$ cat src/rtl/phase_pack_pkg.sv
package phase_pack_pkg;
   localparam int unsigned PACK_BITS = 24;
   localparam int unsigned CNT_W     = $clog2(PACK_BITS);
   typedef logic [PACK_BITS-1:0] pack_word_t;
endpackage

$ cat src/rtl/pp_raster_index.sv
module pp_raster_index #(
   parameter int unsigned WIDTH  = 48,
   parameter int unsigned HEIGHT = 4,
   localparam int unsigned PIXELS = WIDTH * HEIGHT,
   localparam int unsigned IDX_W  = $clog2(PIXELS + 1)
) (
   input  logic             clk,
   input  logic             rst_n,
   input  logic             pix_valid,
   input  logic             pix_sof,
   input  logic             pix_sol,
   output logic [IDX_W-1:0] addr
);
   logic [IDX_W-1:0] next_idx;

   assign addr = pix_sof ? '0 : next_idx;

   always_ff @(posedge clk or negedge rst_n) begin
      if (!rst_n)         next_idx <= '0;
      else if (pix_valid) next_idx <= addr + 1'b1;
   end

   AST_PIXEL_BOUND: assert property (@(posedge clk) disable iff (!rst_n)
      pix_valid |-> (addr < IDX_W'(PIXELS)));
   AST_LINE_ALIGN: assert property (@(posedge clk) disable iff (!rst_n)
      (pix_valid && pix_sol) |-> ((addr % IDX_W'(WIDTH)) == '0));
endmodule

$ cat src/rtl/pp_ref_cmp.sv
module pp_ref_cmp #(
   parameter int unsigned PIX_W   = 10,
   parameter int unsigned PIXELS  = 192,
   parameter bit          REG_OUT = 1'b0,
   localparam int unsigned AW     = $clog2(PIXELS),
   localparam int unsigned IDX_W  = $clog2(PIXELS + 1)
) (
   input  logic             clk,
   input  logic             rst_n,
   input  logic             wr_en,
   input  logic             cmp_en,
   input  logic             cmp_sof,
   input  logic [IDX_W-1:0] addr,
   input  logic [PIX_W-1:0] pix_data,
   output logic             bit_valid,
   output logic             bit_sof,
   output logic             bit_out
);
   logic [PIX_W-1:0] ref_mem [PIXELS];
   logic             decision;

   always_ff @(posedge clk) begin
      if (wr_en) ref_mem[addr[AW-1:0]] <= pix_data;
   end

   assign decision = pix_data > ref_mem[addr[AW-1:0]];

   generate
      if (REG_OUT) begin : g_reg
         always_ff @(posedge clk or negedge rst_n) begin
            if (!rst_n) begin
               bit_valid <= 1'b0;
               bit_sof   <= 1'b0;
               bit_out   <= 1'b0;
            end else begin
               bit_valid <= cmp_en;
               bit_sof   <= cmp_en & cmp_sof;
               bit_out   <= decision;
            end
         end
      end else begin : g_comb
         assign bit_valid = cmp_en;
         assign bit_sof   = cmp_en & cmp_sof;
         assign bit_out   = decision;
      end
   endgenerate

   AST_MODE_EXCL: assert property (@(posedge clk) disable iff (!rst_n)
      !(wr_en && cmp_en));
endmodule

$ cat src/rtl/pp_packer.sv
module pp_packer
   import phase_pack_pkg::*;
(
   input  logic       clk,
   input  logic       rst_n,
   input  logic       bit_valid,
   input  logic       bit_sof,
   input  logic       bit_in,
   output logic       word_valid,
   output logic       word_sof,
   output pack_word_t word_data
);
   logic [CNT_W-1:0] cnt;
   logic [CNT_W-1:0] slot;
   logic             first;
   logic             first_eff;
   pack_word_t       acc;

   assign slot      = bit_sof ? '0 : cnt;
   assign first_eff = bit_sof | first;

   always_ff @(posedge clk or negedge rst_n) begin
      if (!rst_n) begin
         cnt        <= '0;
         first      <= 1'b0;
         acc        <= '0;
         word_valid <= 1'b0;
         word_sof   <= 1'b0;
         word_data  <= '0;
      end else begin
         word_valid <= 1'b0;
         word_sof   <= 1'b0;
         if (bit_valid) begin
            if (slot == CNT_W'(PACK_BITS - 1)) begin
               word_data  <= {bit_in, acc[PACK_BITS-2:0]};
               word_valid <= 1'b1;
               word_sof   <= first_eff;
               cnt        <= '0;
               first      <= 1'b0;
            end else begin
               acc[slot]  <= bit_in;
               cnt        <= slot + 1'b1;
               first      <= first_eff;
            end
         end
      end
   end

   AST_WORD_FOLLOWS_BIT: assert property (@(posedge clk) disable iff (!rst_n)
      word_valid |-> $past(bit_valid));
   AST_SOF_IN_WORD: assert property (@(posedge clk) disable iff (!rst_n)
      word_sof |-> word_valid);
endmodule

$ cat src/rtl/phase_pack_top.sv
module phase_pack_top #(
   parameter int unsigned WIDTH   = 48,
   parameter int unsigned HEIGHT  = 4,
   parameter int unsigned PIX_W   = 10,
   parameter bit          REG_OUT = 1'b0
) (
   input  logic             clk,
   input  logic             rst_n,
   input  logic             load_ref,
   input  logic             pix_valid,
   input  logic             pix_sof,
   input  logic             pix_sol,
   input  logic [PIX_W-1:0] pix_data,
   output logic             word_valid,
   output logic             word_sof,
   output logic [23:0]      word_data
);
   import phase_pack_pkg::*;

   localparam int unsigned PIXELS      = WIDTH * HEIGHT;
   localparam int unsigned IDX_W       = $clog2(PIXELS + 1);
   localparam int unsigned FRAME_WORDS = PIXELS / PACK_BITS;
   localparam int unsigned WC_W        = $clog2(FRAME_WORDS + 1);

   generate
      if ((WIDTH % PACK_BITS) != 0) begin : g_bad_width
         $error("WIDTH must be a multiple of the packed word width");
      end
      if (HEIGHT < 1 || PIX_W < 1) begin : g_bad_dims
         $error("HEIGHT and PIX_W must be at least 1");
      end
   endgenerate

   logic [IDX_W-1:0] addr;
   logic             bit_valid, bit_sof, bit_val;
   pack_word_t       packed_word;

   pp_raster_index #(.WIDTH(WIDTH), .HEIGHT(HEIGHT)) u_index (
      .clk(clk), .rst_n(rst_n), .pix_valid(pix_valid),
      .pix_sof(pix_sof), .pix_sol(pix_sol), .addr(addr)
   );

   pp_ref_cmp #(.PIX_W(PIX_W), .PIXELS(PIXELS), .REG_OUT(REG_OUT)) u_cmp (
      .clk(clk), .rst_n(rst_n),
      .wr_en(pix_valid & load_ref), .cmp_en(pix_valid & ~load_ref),
      .cmp_sof(pix_sof), .addr(addr), .pix_data(pix_data),
      .bit_valid(bit_valid), .bit_sof(bit_sof), .bit_out(bit_val)
   );

   pp_packer u_pack (
      .clk(clk), .rst_n(rst_n), .bit_valid(bit_valid), .bit_sof(bit_sof),
      .bit_in(bit_val), .word_valid(word_valid), .word_sof(word_sof),
      .word_data(packed_word)
   );

   assign word_data = packed_word;

   logic [WC_W-1:0] words_in_frame;
   always_ff @(posedge clk or negedge rst_n) begin
      if (!rst_n)          words_in_frame <= '0;
      else if (word_valid) words_in_frame <= word_sof ? WC_W'(1) : words_in_frame + 1'b1;
   end

   AST_FRAME_WORDS: assert property (@(posedge clk) disable iff (!rst_n)
      (word_valid && !word_sof) |-> (words_in_frame < WC_W'(FRAME_WORDS)));

   generate
      if (!REG_OUT) begin : g_load_chk
         AST_LOAD_SILENT: assert property (@(posedge clk) disable iff (!rst_n)
            (pix_valid && load_ref) |=> !word_valid);
      end
   endgenerate
endmodule

$ cat config.mk
export PLATFORM = sky130hd
export DESIGN_NAME = phase_pack_top
export DESIGN_NICKNAME = d
export VERILOG_FILES = /design/src/rtl/phase_pack_pkg.sv /design/src/rtl/pp_raster_index.sv /design/src/rtl/pp_ref_cmp.sv /design/src/rtl/pp_packer.sv /design/src/rtl/phase_pack_top.sv
export SDC_FILE = /design/constraint.sdc
export NUM_CORES = 2
export LEC_CHECK = 0
export BUFFER_PORTS_ARGS = -buffer_cell sky130_fd_sc_hd__buf_2
export CORE_MARGIN = 4
export CORE_UTILIZATION = 44
export DETAILED_ROUTE_END_ITERATION = 12
export PLACE_DENSITY = 0.69
export REMOVE_ABC_BUFFERS = 1
export SLEW_MARGIN = 20
export SYNTH_ARGS = -nofsm -noshare
export SYNTH_HDL_FRONTEND = slang
export SYNTH_HIERARCHICAL = 1
export SYNTH_SLANG_ARGS = --single-unit
$ cat constraint.sdc
create_clock -name clk -period 6.15 [get_ports clk]
set_clock_uncertainty 0.2 [all_clocks]
set_input_delay 1.23 -clock clk [delete_from_list [all_inputs] [get_ports clk]]
set_output_delay 1.23 -clock clk [all_outputs]
set_load 0.005 [all_outputs]
; ---- Word level (Yosys, flattened, before mapping)
; Memories as Yosys holds them, arrays and structs flattened.
; Cells that the tools add are included.
[classes]
n_div = 0
n_bitwise = 6
reduce_logical = 3
eq_ne = 1
muxes = 13
add_sub_neg = 2
shifts = 0
order_cmp = 3
mul = 0
[ops]
columns = operator, count
row1 = bitwise mux 24 bit, 1
row2 = greater-than comparator 10 bit, 1
row3 = 2-to-1 mux 5 bit, 2
row4 = "adder 8 x 1 -> 8 bit, second input constant", 1
row5 = 2-to-1 mux 1 bit, 8
row6 = 2-to-1 mux 8 bit, 1
row7 = "less-than comparator 5 x 6 -> 1 bit, second input constant", 1
row8 = "adder 5 x 1 -> 5 bit, second input constant", 1
row9 = demux 1 bit (select 5 bit), 1
row10 = "equality test 5 bit, second input constant", 1
row11 = ">= comparator 5 x 1 -> 1 bit, second input constant", 1
row12 = AND reduction 2 bit, 2
row13 = AND 1 bit, 3
row14 = inverter 1 bit, 2
row15 = logical AND 1 bit, 1
row16 = bitwise OR 1 bit, 1
[word_totals]
memories = 1
mem_bits_rw = 1920
ff_bits = 64
mem_bits_ro = 0
out_inout_bits = 26
latch_bits = 0
input_bits = 16
[memory_table]
columns = name, words, word_bits, rd, rd_ports_with_merged_regs, wr, line_no
row1 = u_cmp.ref_mem, 192, 10, 1, 0, 1, pp_ref_cmp.sv:19  ; logic [PIX_W-1:0] ref_mem [PIXELS];

; ---- Logic depth before layout (Yosys ltp)
[logic_depth]
ltp_word = 9
ltp_mapped = 23
ltp_nobuf = 18

; ---- Cells and area by module
; The synthesis kept the hierarchy.
[modules_own_cells]
columns = module, cells_per_inst, area_per_inst_um2, n_inst
row1 = pp_ref_cmp, 3207, 73945.9, 1
row2 = pp_packer, 176, 2399.8, 1
row3 = pp_raster_index, 51, 467.9, 1
row4 = phase_pack_top, 2, 16.3, 1

; ---- Worst setup path before layout
; OpenSTA, ideal clock, no wires.
[synth_path]
path_kind = in2reg
startpoint = input port pix_sof
endpoint = register u_pack.acc[17]
required_time_ns = 5.823
arrival_time_ns = 5.024
cell_stages = 20
setup_slack_ns = 0.799
path_cell_list = buf_2 > nor2b_1 > buf_2 > clkbuf_1 > clkbuf_1 > mux4_2 > mux4_2 > a22oi_1 > nand2_1 > a21oi_1 > ha_1 > nor2b_1 > o211ai_1 > a21o_1 > a21boi_0 > o21a_1 > o21ai_0 > a21oi_1 > clkbuf_1 > mux2_1
[synth_rtl]
columns = element, line_no
row1 = start: declaration, phase_pack_top.sv:11  ; input logic pix_sof,
row2 = 2-to-1 mux 8 bit, pp_raster_index.sv:16  ; assign addr = pix_sof ? '0 : next_idx;
row3 = via addr[1], phase_pack_top.sv:34  ; logic [IDX_W-1:0] addr;
row4 = memory read (192 x 10 bit), --
row5 = greater-than comparator 10 bit, pp_ref_cmp.sv:26  ; assign decision = pix_data > ref_mem[addr[AW-1:0]];
row6 = via bit_val, phase_pack_top.sv:35  ; logic bit_valid, bit_sof, bit_val;
row7 = bitwise mux 24 bit, pp_packer.sv:41  ; acc[slot] <= bit_in;
row8 = end signal: indexed assignment, pp_packer.sv:41
row9 = end: declaration, pp_packer.sv:17  ; pack_word_t acc;
; The timed path passes the listed nets, and every way through them passes these cells.
; A chain may end at the register's enable or synchronous reset.

; ---- Worst setup path after layout
[layout_path]
startpoint = input port pix_sof
endpoint = register u_pack.acc[21]
; The elaborated chain is that of the path after synthesis.

==> parameters.txt <==
Parameter                              Value

Run status
  Status ... completed

GRT
  Gr ovfl total ... 0
  Total Routing Usage GR ... 19.9%
  Largest net degree at the start of global routing ... 108
  Antenna violations before repair ... 2
  Wire length of the first global-routing pass ... 264000 microns
  Via count of the first global-routing pass ... 37900

STA
  Period utilization ... 89.5%
  Final Slew Violations ... 0
  Post-layout minimum cycle time ... 5510 ps
  Worst rel slew slack ... a little under a quarter
  Worst-margin pin slew ... 1150 ps
  Final Hold Fails ... 0
  Setup repair after global routing missed its margin ... false
  Final-report setup violation count ... 0
  Upper clock frequency limit ... 182 MHz
  Final TNS setup ... 0 ps

Yosys
  Combinational family with the most area after synthesis ... multiplexers
  Proportion of synthesized area in mux cells ... between 10% and 20%
  Mean Syn Cell Area ... 22.4 sq um
  Leading register cell type out of synthesis ... sky130_fd_sc_hd__edfxtp_1
  EDFF count, synth ... approximately 1900
  Fraction of synthesis flops using an asynchronous set or reset pin ... 3.18%
  Area fraction in and, or, nand and nor cells after synthesis ... 2.31%
  Xor and xnor fraction of the mapped netlist area ... 0.0342%
  Fraction of synthesized cell area taken by the top area cell type ... between 70% and 80%
  Post-synthesis share of cell area spent on full adders, half adders and majority gates ... 0.212%
  Share of the synthesized area in compound gates (AO/OA/AOI/OAI) ... under 10%
  Synth warnings ... 6
  Sequential-to-total area share from yosys stat ... 77.1%
  Main area contributors after synthesis ... sky130_fd_sc_hd__edfxtp_1 75%, sky130_fd_sc_hd__mux4_2 16%, sky130_fd_sc_hd__dfrtp_1 2.1%
  Top-count cell post-synth ... sky130_fd_sc_hd__edfxtp_1
  Yosys cell types ... 57
  Syn Inst Count ... 3436
  Most common library cells after synthesis ... 1920 x sky130_fd_sc_hd__edfxtp_1, 530 x sky130_fd_sc_hd__mux4_2, 208 x sky130_fd_sc_hd__nor2_1, 83 x sky130_fd_sc_hd__o22ai_1, 79 x sky130_fd_sc_hd__mux2i_1
  Number of flip-flops and latches in the synthesized netlist ... ~2000
  Cell type with the highest aggregate area in the netlist ... sky130_fd_sc_hd__edfxtp_1
  Post-Syn Area ... 76800 sq um

Placed design
  GPL Wtd Cong ... 0.890
  DP Wirelength ... 112000 microns
  Number of input and output port buffers inserted ... 40

Setup path
  Kind of capture point of the worst setup path ... flop
  R2r worst-path depth ... 19
  Cell family with the largest share of critical-path delay ... simple AND/OR/NAND/NOR gates
  Startpoint type of the worst setup path ... primary input
  Crit-path cells ... buf_2 > buf_4 > nor2_4 > buf_4 > or3_1 > buf_4 > o22ai_1 > nor4_1 > o22ai_1 > nor3_1 > a21oi_1 > ha_1 > a21oi_1 > a21o_1 > a21boi_0 > o21a_1 > o21ai_0 > a21oi_2 > buf_12 > mux2_1
  Critical path's slowest cell ... sky130_fd_sc_hd__nor4_1
  Most frequent CP cell ... sky130_fd_sc_hd__buf_4
  CP required ... 6640 ps
  Critical path class ... in2reg
  Slowest cell delay on critical path ... between 700 and 800 ps
  Worst reg2reg startpoint ... u_index/next_idx[0]
  Number of cells on the critical path ... 20
  Start point of the critical path ... pix_sof
  CP arrival ... around 6000 ps
  Crit-path max FO ... 24
  Crit path buf inv count ... 5

Drt
  Starting DRT DRC Count ... roughly 4600
  Routed wire length per instance ... 28.3 microns
  Vias post-DR ... roughly 37000
  Antenna-violating nets left ... 0
  Wire length after detailed routing ... 179000 microns
  DRC violation count after routing ... 0
  Number of iterations in the first detailed-routing pass ... 6
  Via-to-Cell Ratio ... 5.90

Power and ir drop
  Leakage ... around 28 nW
  Pwr per Cell Area ... roughly 330 nW/um^2
  Worst supply voltage drop on vdd ... 0.228 mV

Min path
  Cells on Worst Hold Path ... 1
  Start point of the worst hold path ... u_pack/acc[22]
  Worst hold-check path type ... reg2reg

Clock tree
  Maximum buffer depth of the clock tree ... 3
  Number of CTS-inserted buffers ... 192
  Setup repair bufs after CTS ... 0
  Root Buffer ... sky130_fd_sc_hd__clkbuf_16
  Count of hold buffers inserted by post-cts repair ... 0
  Clock slew seen by the registers of the worst setup and hold paths ... 60 ps
  Clock sink total ... 1983
  Clock latency reported for the late side of the worst-skew pair ... 810 ps
  Number of instances resized during post-cts repair ... 0
  H-tree depth ... 4
  Clock tree from TritonCTS ... done

Die
  Rows ... approximately 150
  Core outline area ... 174000 sq um
  Die Span Y ... 426 microns
  Die area ... 181000 sq um
  IO Count ... 42
  Starting density of the core ... 44.2%
  Die width ... 426 microns

Cells and area
  Signed area change from the synthesized netlist to the final layout ... 15.1%
  NumNets Final ... 3867
  Fraction of final layout cells with drive strength greater than 1 ... about 32%
  Post-route core utilization ... 50.9%

Run
  Max-Cap Viols ... 0
-- area by class of cell --
cell class                 instances  area [sq um]
multi-input combinational       1251         16600
tap                             2325          2910
sequential                      1983         59200
antenna                            2          5.00
fill                           13600         85400
inverter                           9          33.8
clock inverter                   125          1240
clock buffer                     228          4940
timing repair buffer             401          3490
-- logic make-up after synthesis --
family / Yosys count
DFF: 1983
muxes: 658
and+or+nand+nor: 394
buffers and inverters: 202
AOI/OAI and AO/OA: 183
adders and majority gates: 13
xor gates and xnor gates: 3
-- sequential cells by signal, indices dropped and copies added (netlist names) --
register and count:
u_cmp/ref_mem 1920, u_pack/word_data 24, u_pack/acc 23, u_index/next_idx 8, u_pack/cnt 5, u_pack/first 1
u_pack/word_sof 1, u_pack/word_valid 1
-- path summary, 6_finish.rpt --
kind                                            end  slack [ps]
worst max-delay path                 u_pack/acc[21]         640
worst min-delay path                 u_pack/acc[22]         300
worst max register to register       u_pack/acc[21]         790
worst min register to register       u_pack/acc[22]         300
max in group asynchronous       u_pack/word_data[6]        4800
min in group asynchronous            u_pack/acc[18]         400
-- power breakdown --
group | switching, W | internal (W)
Sequential | 0.0000652 | 0.0149
Combinational | 0.00170 | 0.00138
Clock | 0.00501 | 0.00641
-- metal layers --
layer	share of wire [%]	GRT usage, %
met3	8.5	4.32
met5	0	0
met2	48	30.9
met1	40	28.0
met4	3.5	7.17
-- cell usage in the layout (no fill, tap or decap), types with 7 or more instances in the layout --
master,synthesis,layout
sky130_fd_sc_hd__dfrtp_1,63,63
sky130_fd_sc_hd__buf_6,10,10
sky130_fd_sc_hd__clkinv_16,0,8
sky130_fd_sc_hd__nor2b_1,25,18
sky130_fd_sc_hd__o22ai_1,83,83
sky130_fd_sc_hd__clkinv_2,0,42
sky130_fd_sc_hd__nor3_1,12,12
sky130_fd_sc_hd__nor2_1,208,197
sky130_fd_sc_hd__clkbuf_1,66,36
sky130_fd_sc_hd__nand2b_1,7,7
sky130_fd_sc_hd__nor4_1,18,18
sky130_fd_sc_hd__ha_1,13,13
sky130_fd_sc_hd__bufinv_16,0,15
sky130_fd_sc_hd__nand4_1,9,9
sky130_fd_sc_hd__a221oi_1,14,14
sky130_fd_sc_hd__mux2i_1,79,79
sky130_fd_sc_hd__nand2_1,63,63
sky130_fd_sc_hd__buf_4,41,320
sky130_fd_sc_hd__a22o_1,17,17
sky130_fd_sc_hd__clkinv_1,0,44
sky130_fd_sc_hd__mux4_2,530,530
sky130_fd_sc_hd__edfxtp_1,1920,1920
sky130_fd_sc_hd__a22oi_1,24,24
sky130_fd_sc_hd__a21oi_1,19,18
sky130_fd_sc_hd__buf_2,51,30
sky130_fd_sc_hd__clkbuf_16,0,192
sky130_fd_sc_hd__nand3_1,34,34
sky130_fd_sc_hd__nor2_2,0,10
sky130_fd_sc_hd__inv_1,9,9
sky130_fd_sc_hd__mux2_2,45,45
sky130_fd_sc_hd__buf_12,0,41
-- per-stage QoR --
step | instance area [sq um] | total power (W) | setup WS [ps] | cells | hold slack (ps)
final | 88500 | 0.0295 | 643 | 6324 | 296
after global routing | 88500 | 0.0305 | 469 | 6323 | 314
after CTS | 88400 | 0.0297 | 828 | 6322 | 303
after detailed placement | 82300 | 0.0183 | -52.1 | 5969 | 286
after global placement | 82300 | 0.0183 | -35.1 | 5969 | 276
after floorplan | 75800 | 0.0189 | -43940 | 3243 | 252
No activity file was read; power rests on OpenSTA's default activity.
